### src/rtl/i2c_mem_target.sv
module i2c_mem_target #(
  parameter int AW = 8,
  parameter logic [3:0] DEVCODE = 4'b1010
) (
  input  logic          clk,
  input  logic          rst_n,
  input  logic          scl_i,
  input  logic          sda_i,
  output logic          sda_oe,
  input  logic          busy_i,
  output logic [AW-1:0] mem_addr,
  input  logic [7:0]    mem_rdata,
  output logic          wr_stb,
  output logic [AW-1:0] wr_addr,
  output logic [7:0]    wr_data,
  output logic          wr_commit
);

  typedef enum logic [2:0] {S_IDLE, S_CTRL, S_ADDR, S_WDAT, S_RDAT} st_t;

  st_t           st;
  logic [2:0]    scl_p, sda_p;
  logic [3:0]    bcnt;
  logic [7:0]    sr;
  logic [AW-1:0] ptr;
  logic          acked, mack, wrote;

  wire scl_q = scl_p[1];
  wire scl_d = scl_p[2];
  wire sda_q = sda_p[1];
  wire sda_d = sda_p[2];
  wire rise  = scl_q & ~scl_d;
  wire fall  = ~scl_q & scl_d;
  wire start_c = scl_q & scl_d & sda_d & ~sda_q;
  wire stop_c  = scl_q & scl_d & ~sda_d & sda_q;
  wire ack_ok  = ~busy_i & ((st != S_CTRL) | (sr[7:4] == DEVCODE));

  assign mem_addr = ptr;

  always_ff @(posedge clk or negedge rst_n) begin
    if (!rst_n) begin
      scl_p <= '1; sda_p <= '1;
      st <= S_IDLE; bcnt <= '0; sr <= '0; ptr <= '0;
      acked <= 1'b0; mack <= 1'b0; wrote <= 1'b0; sda_oe <= 1'b0;
      wr_stb <= 1'b0; wr_addr <= '0; wr_data <= '0; wr_commit <= 1'b0;
    end else begin
      scl_p <= {scl_p[1:0], scl_i};
      sda_p <= {sda_p[1:0], sda_i};
      wr_stb <= 1'b0;
      wr_commit <= 1'b0;
      if (start_c) begin
        st <= S_CTRL; bcnt <= '0; sda_oe <= 1'b0; wrote <= 1'b0;
      end else if (stop_c) begin
        st <= S_IDLE; bcnt <= '0; sda_oe <= 1'b0;
        wr_commit <= wrote; wrote <= 1'b0;
      end else if (st != S_IDLE) begin
        if (rise) begin
          if (bcnt < 4'd8) begin
            sr <= {sr[6:0], sda_q};
            bcnt <= bcnt + 4'd1;
          end else if (bcnt == 4'd8) begin
            mack <= ~sda_q;
            bcnt <= 4'd9;
          end
        end else if (fall) begin
          if (st == S_RDAT) begin
            if (bcnt >= 4'd1 && bcnt <= 4'd7) sda_oe <= ~sr[7];
            else if (bcnt == 4'd8) sda_oe <= 1'b0;
            else if (bcnt == 4'd9) begin
              bcnt <= '0;
              if (mack) begin
                sr <= mem_rdata; ptr <= ptr + 1'b1; sda_oe <= ~mem_rdata[7];
              end else begin
                st <= S_IDLE; sda_oe <= 1'b0;
              end
            end
          end else if (bcnt == 4'd8) begin
            sda_oe <= ack_ok;
            acked <= ack_ok;
            if (ack_ok && st == S_ADDR) ptr <= sr[AW-1:0];
            if (ack_ok && st == S_WDAT) begin
              wr_stb <= 1'b1; wr_addr <= ptr; wr_data <= sr;
              ptr <= ptr + 1'b1; wrote <= 1'b1;
            end
          end else if (bcnt == 4'd9) begin
            bcnt <= '0;
            sda_oe <= 1'b0;
            if (!acked) st <= S_IDLE;
            else if (st == S_CTRL && sr[0]) begin
              st <= S_RDAT; sr <= mem_rdata; ptr <= ptr + 1'b1; sda_oe <= ~mem_rdata[7];
            end else if (st == S_CTRL) st <= S_ADDR;
            else st <= S_WDAT;
          end
        end
      end
    end
  end

  AST_OE_SCL_LOW: assert property (@(posedge clk) disable iff (!rst_n)
    !$stable(sda_oe) |-> !scl_q);
  AST_BUSY_NO_ACK: assert property (@(posedge clk) disable iff (!rst_n)
    (st != S_RDAT && $rose(sda_oe)) |-> !$past(busy_i));
  AST_STB_ACKED: assert property (@(posedge clk) disable iff (!rst_n)
    wr_stb |-> sda_oe);
  AST_PTR_STEP: assert property (@(posedge clk) disable iff (!rst_n)
    wr_stb |-> (mem_addr == AW'(wr_addr + 1'b1)));
  AST_ONE_PULSE: assert property (@(posedge clk) disable iff (!rst_n)
    $onehot0({wr_stb, wr_commit}));
  AST_IDLE_QUIET: assert property (@(posedge clk) disable iff (!rst_n)
    (st == S_IDLE) |-> !sda_oe);

endmodule

### config.mk
export PLATFORM = sky130hd
export DESIGN_NAME = i2c_mem_target
export DESIGN_NICKNAME = d
export VERILOG_FILES = /design/src/rtl/i2c_mem_target.sv
export SDC_FILE = /design/constraint.sdc
export NUM_CORES = 1
export LEC_CHECK = 0
export BUFFER_PORTS_ARGS = -buffer_cell sky130_fd_sc_hd__buf_2
export CORE_ASPECT_RATIO = 1.2
export CORE_MARGIN = 5
export CORE_UTILIZATION = 50
export CTS_CLUSTER_DIAMETER = 40
export DETAILED_ROUTE_END_ITERATION = 12
export GPL_ROUTABILITY_DRIVEN = 0
export GPL_TIMING_DRIVEN = 0
export PLACE_DENSITY = 0.77
export SLEW_MARGIN = 20
export SYNTH_ARGS = -nofsm -noshare
export SYNTH_HDL_FRONTEND = slang
export SYNTH_SLANG_ARGS = --single-unit
### constraint.sdc
create_clock -name clk -period 4.2 [get_ports clk]
set_clock_uncertainty 0.05 [all_clocks]
set_input_delay 0.84 -clock clk [delete_from_list [all_inputs] [get_ports clk]]
set_output_delay 0.84 -clock clk [all_outputs]
set_load 0.005 [all_outputs]
==> results.md <==
* Status: finished, final reports clean
* Sinks on Clock Net at 51
* Longest Clk Path Bufs at 2
* Drt pass-1 iters at 4
* FP Rows at 29
* Commonest non-fill, non-tap cells in the layout: dfrtp_1 (45), buf_2 (43), nand2_1 (23), o21ai_0 (21), inv_1 (14)
* Max-capacitance violation count at 0
* Post-DP HPWL at 4.23 mm
* Cell area after synthesis at 0.00273 sq mm
* CP max FO at 7
* Iteration-0 DRC Markers at 136
* Largest net degree at the start of global routing at 52
* Die height at 90.9 um
* H-tree depth at 2
* Final total power at 0.00102 W
* Port bufs at 39
* Slew margin rel. at 0.434
* CTS tree: built
* Total negative setup slack at 0 ns
* Cell family with most CP delay: simple AND/OR/NAND/NOR gates
* Worst vdd ir at 261 uV
* Antenna violations before repair at 0
* Crit-path cells: inv_1 > ha_1 > nand3b_1 > nor3_1 > a21oi_1 > nor3_1 > a2bb2oi_1
* Starting Density at 0.515
* GRT Util Overall at 0.167
* Startpoint Class: flop
* Die Footprint at 0.00704 sq mm
* Clk root buf: clkbuf_8
* Clock transition at path regs at 0.10 ns
* Slew at the pin closest to its max-slew limit at 0.843 ns
* HP Class: flop to flop
* Most frequent CP cell: nor3_1
* Power Dens Cells at 329 mW/mm^2
* Die Wd at 77.4 um
* Final hold slack at 0.310 ns
* Min cycle time layout at 2.48 ns
* Antenna Nets Post-Route at 0
* Arrival @ worst endpoint at 2.66 ns
* Core Area at 0.00530 sq mm
* Cts repair resizes at 0
* Area of the multi-input gates at 0.00130 sq mm
* Ant diodes at 0
* Cell count after synthesis at 256
* Crit-path max cell delay at 0.78 ns
* Most common cell after layout, fill and taps aside: dfrtp_1
* FMAX at 0.403 GHz
* Vias in the first global route at 2015
* Number of flops mapped to enable cells by yosys at 0
* Register area share after synthesis at 0.470
* CP max-delay cell: nor3_1
* Later-pin clock latency in the skew report at 0.31 ns
* Setup bufs post-CTS at 0
* RSZ-0062 raised after global routing: no
* CP Class: flop to flop
* Count of cell types in the netlist at 49
* # DRC at 0
* # IOs at 40
* Post-placement cell area at 0.00300 sq mm
* Ratio of cells with drive above 1 in the final layout at 0.290
* Static Leak at 1.49 nW
* Worst Path Buf+Inv at 1
* Hold Fails Final Rpt at 0
* Vias at 2100
* First-pass GRT wire length at 9.62 mm
* Filler Cells Inserted at 467
* GRT overflow at 0
* Post-synth ARST share at 1.00
* Hold Buf Count CTS at 0
* Fin. max-slew vios at 0
* Syn-to-layout area delta at 13.7%
* Synth Warn # at 0
* Routed wire length at 5.93 mm
* Vias/cell at 5.75
* CTS Buf Count at 5
* Nets at 323
* Final Cell Area at 0.00310 sq mm
* Synth Flop Type: dfrtp_1
* Period utilization at 0.590
* Setup violations, final at 0
* Sequential standard cell area at 0.00128 sq mm
* Required @ worst endpoint at 4.38 ns
* CP endpoint kind: flop
* Syn_area_per_cell at 10.7 sq um
* WL/cell at 16.2 um
* Synthesized flop and latch total at 51
* Post-Syn Nets at 277
[power by group]
part / internal [W] / switching (W) / total [W]
Clock: 0.000135 / 0.000170 / 0.000305
Combinational: 0.0000528 / 0.0000761 / 0.000129
Sequential: 0.000534 / 0.0000539 / 0.000588
Total: 0.000721 / 0.000300 / 0.00102
[synth_stat cells, types with 2 or more instances]
| master | count | share of area |
|---|---|---|
| and2_1 | 2 | 0.0046 |
| and4bb_2 | 2 | 0.0092 |
| o22ai_1 | 2 | 0.0046 |
| a32o_1 | 2 | 0.0073 |
| nand3b_1 | 6 | 0.017 |
| nor4_1 | 3 | 0.0069 |
| nand3_1 | 8 | 0.015 |
| mux2_2 | 10 | 0.041 |
| o21ai_0 | 21 | 0.039 |
| ha_1 | 8 | 0.037 |
| clkbuf_1 | 4 | 0.0055 |
| buf_6 | 4 | 0.017 |
| inv_1 | 14 | 0.019 |
| nand2b_1 | 4 | 0.0092 |
| a31oi_1 | 5 | 0.011 |
| buf_2 | 5 | 0.0092 |
| dfstp_2 | 6 | 0.058 |
| nor2_1 | 11 | 0.015 |
| a2bb2oi_1 | 6 | 0.019 |
| nand2_1 | 23 | 0.032 |
| nor3b_1 | 3 | 0.0083 |
| nand4_1 | 2 | 0.0046 |
| nor3_1 | 11 | 0.020 |
| nor2b_1 | 4 | 0.0092 |
| mux2i_1 | 10 | 0.037 |
| nand4b_1 | 2 | 0.0064 |
| mux2_4 | 8 | 0.044 |
| dfrtp_1 | 45 | 0.41 |
| a21oi_1 | 5 | 0.0092 |
[metal layers]
metal  track usage  share of wire
met1         0.216           0.43
met2         0.279           0.50
met3        0.0369          0.052
met4        0.0530          0.015
met5             0              0
[flip-flops by register name, summed over array words and instances (netlist names), 3 cells and up]
signal	flops
wr_addr	8
scl_p	3
bcnt	4
mem_addr	8
st	3
wr_data	8
sda_p	3
sr	8
[worst register-to-register path: stages (launching register included)]
cell and delay (ns):
dfrtp_1 0.45, inv_1 0.12, ha_1 0.23, nand3b_1 0.27, nor3_1 0.78, a21oi_1 0.09, nor3_1 0.20, a2bb2oi_1 0.22
[kinds of logic after synthesis]
| kind of cell | Yosys count | synth area share |
|---|---|---|
| xor+xnor | 1 | 0.00321 |
| fa+ha+maj | 8 | 0.0367 |
| compound gates | 52 | 0.129 |
| buf+inv | 28 | 0.0532 |
| simple gates | 88 | 0.185 |
| flops | 51 | 0.470 |
| mux | 28 | 0.122 |
[final cells by class]
type / instances / share of cell area
Tap cell: 62 / 0.0250
Inverter: 14 / 0.0169
Clock inverter: 2 / 0.00524
Timing Repair Buffer: 39 / 0.0637
Clock buffer: 6 / 0.0266
Sequential cell: 51 / 0.414
Multi-Input combinational cell: 177 / 0.419
Buffer: 14 / 0.0298
[through the flow]
stage	std cells	setup slack, ns	util
final	365	1.72	0.586
after CTS	365	1.77	0.586
after detailed placement	357	1.69	0.567
after floorplan	256	2.07	-
after global placement	357	1.75	0.567
after global routing	365	1.58	0.586
[final timing paths]
| check | from | endpoint | slack [ns] | cells after the start |
|---|---|---|---|---|
| setup / recovery | bcnt[0] | mem_addr[6] | 1.72 | 7 |
| max in group asynchronous | rst_n | mack | 3.19 | 1 |
| hold / removal | sda_p[0] | sda_p[1] | 0.31 | 0 |
| min in group asynchronous | rst_n | st[0] | 0.48 | 1 |
| setup reg to reg | bcnt[0] | mem_addr[6] | 1.72 | 7 |
| hold reg to reg | sda_p[0] | sda_p[1] | 0.31 | 0 |
Note: power is estimated with default switching activity, not from simulation.
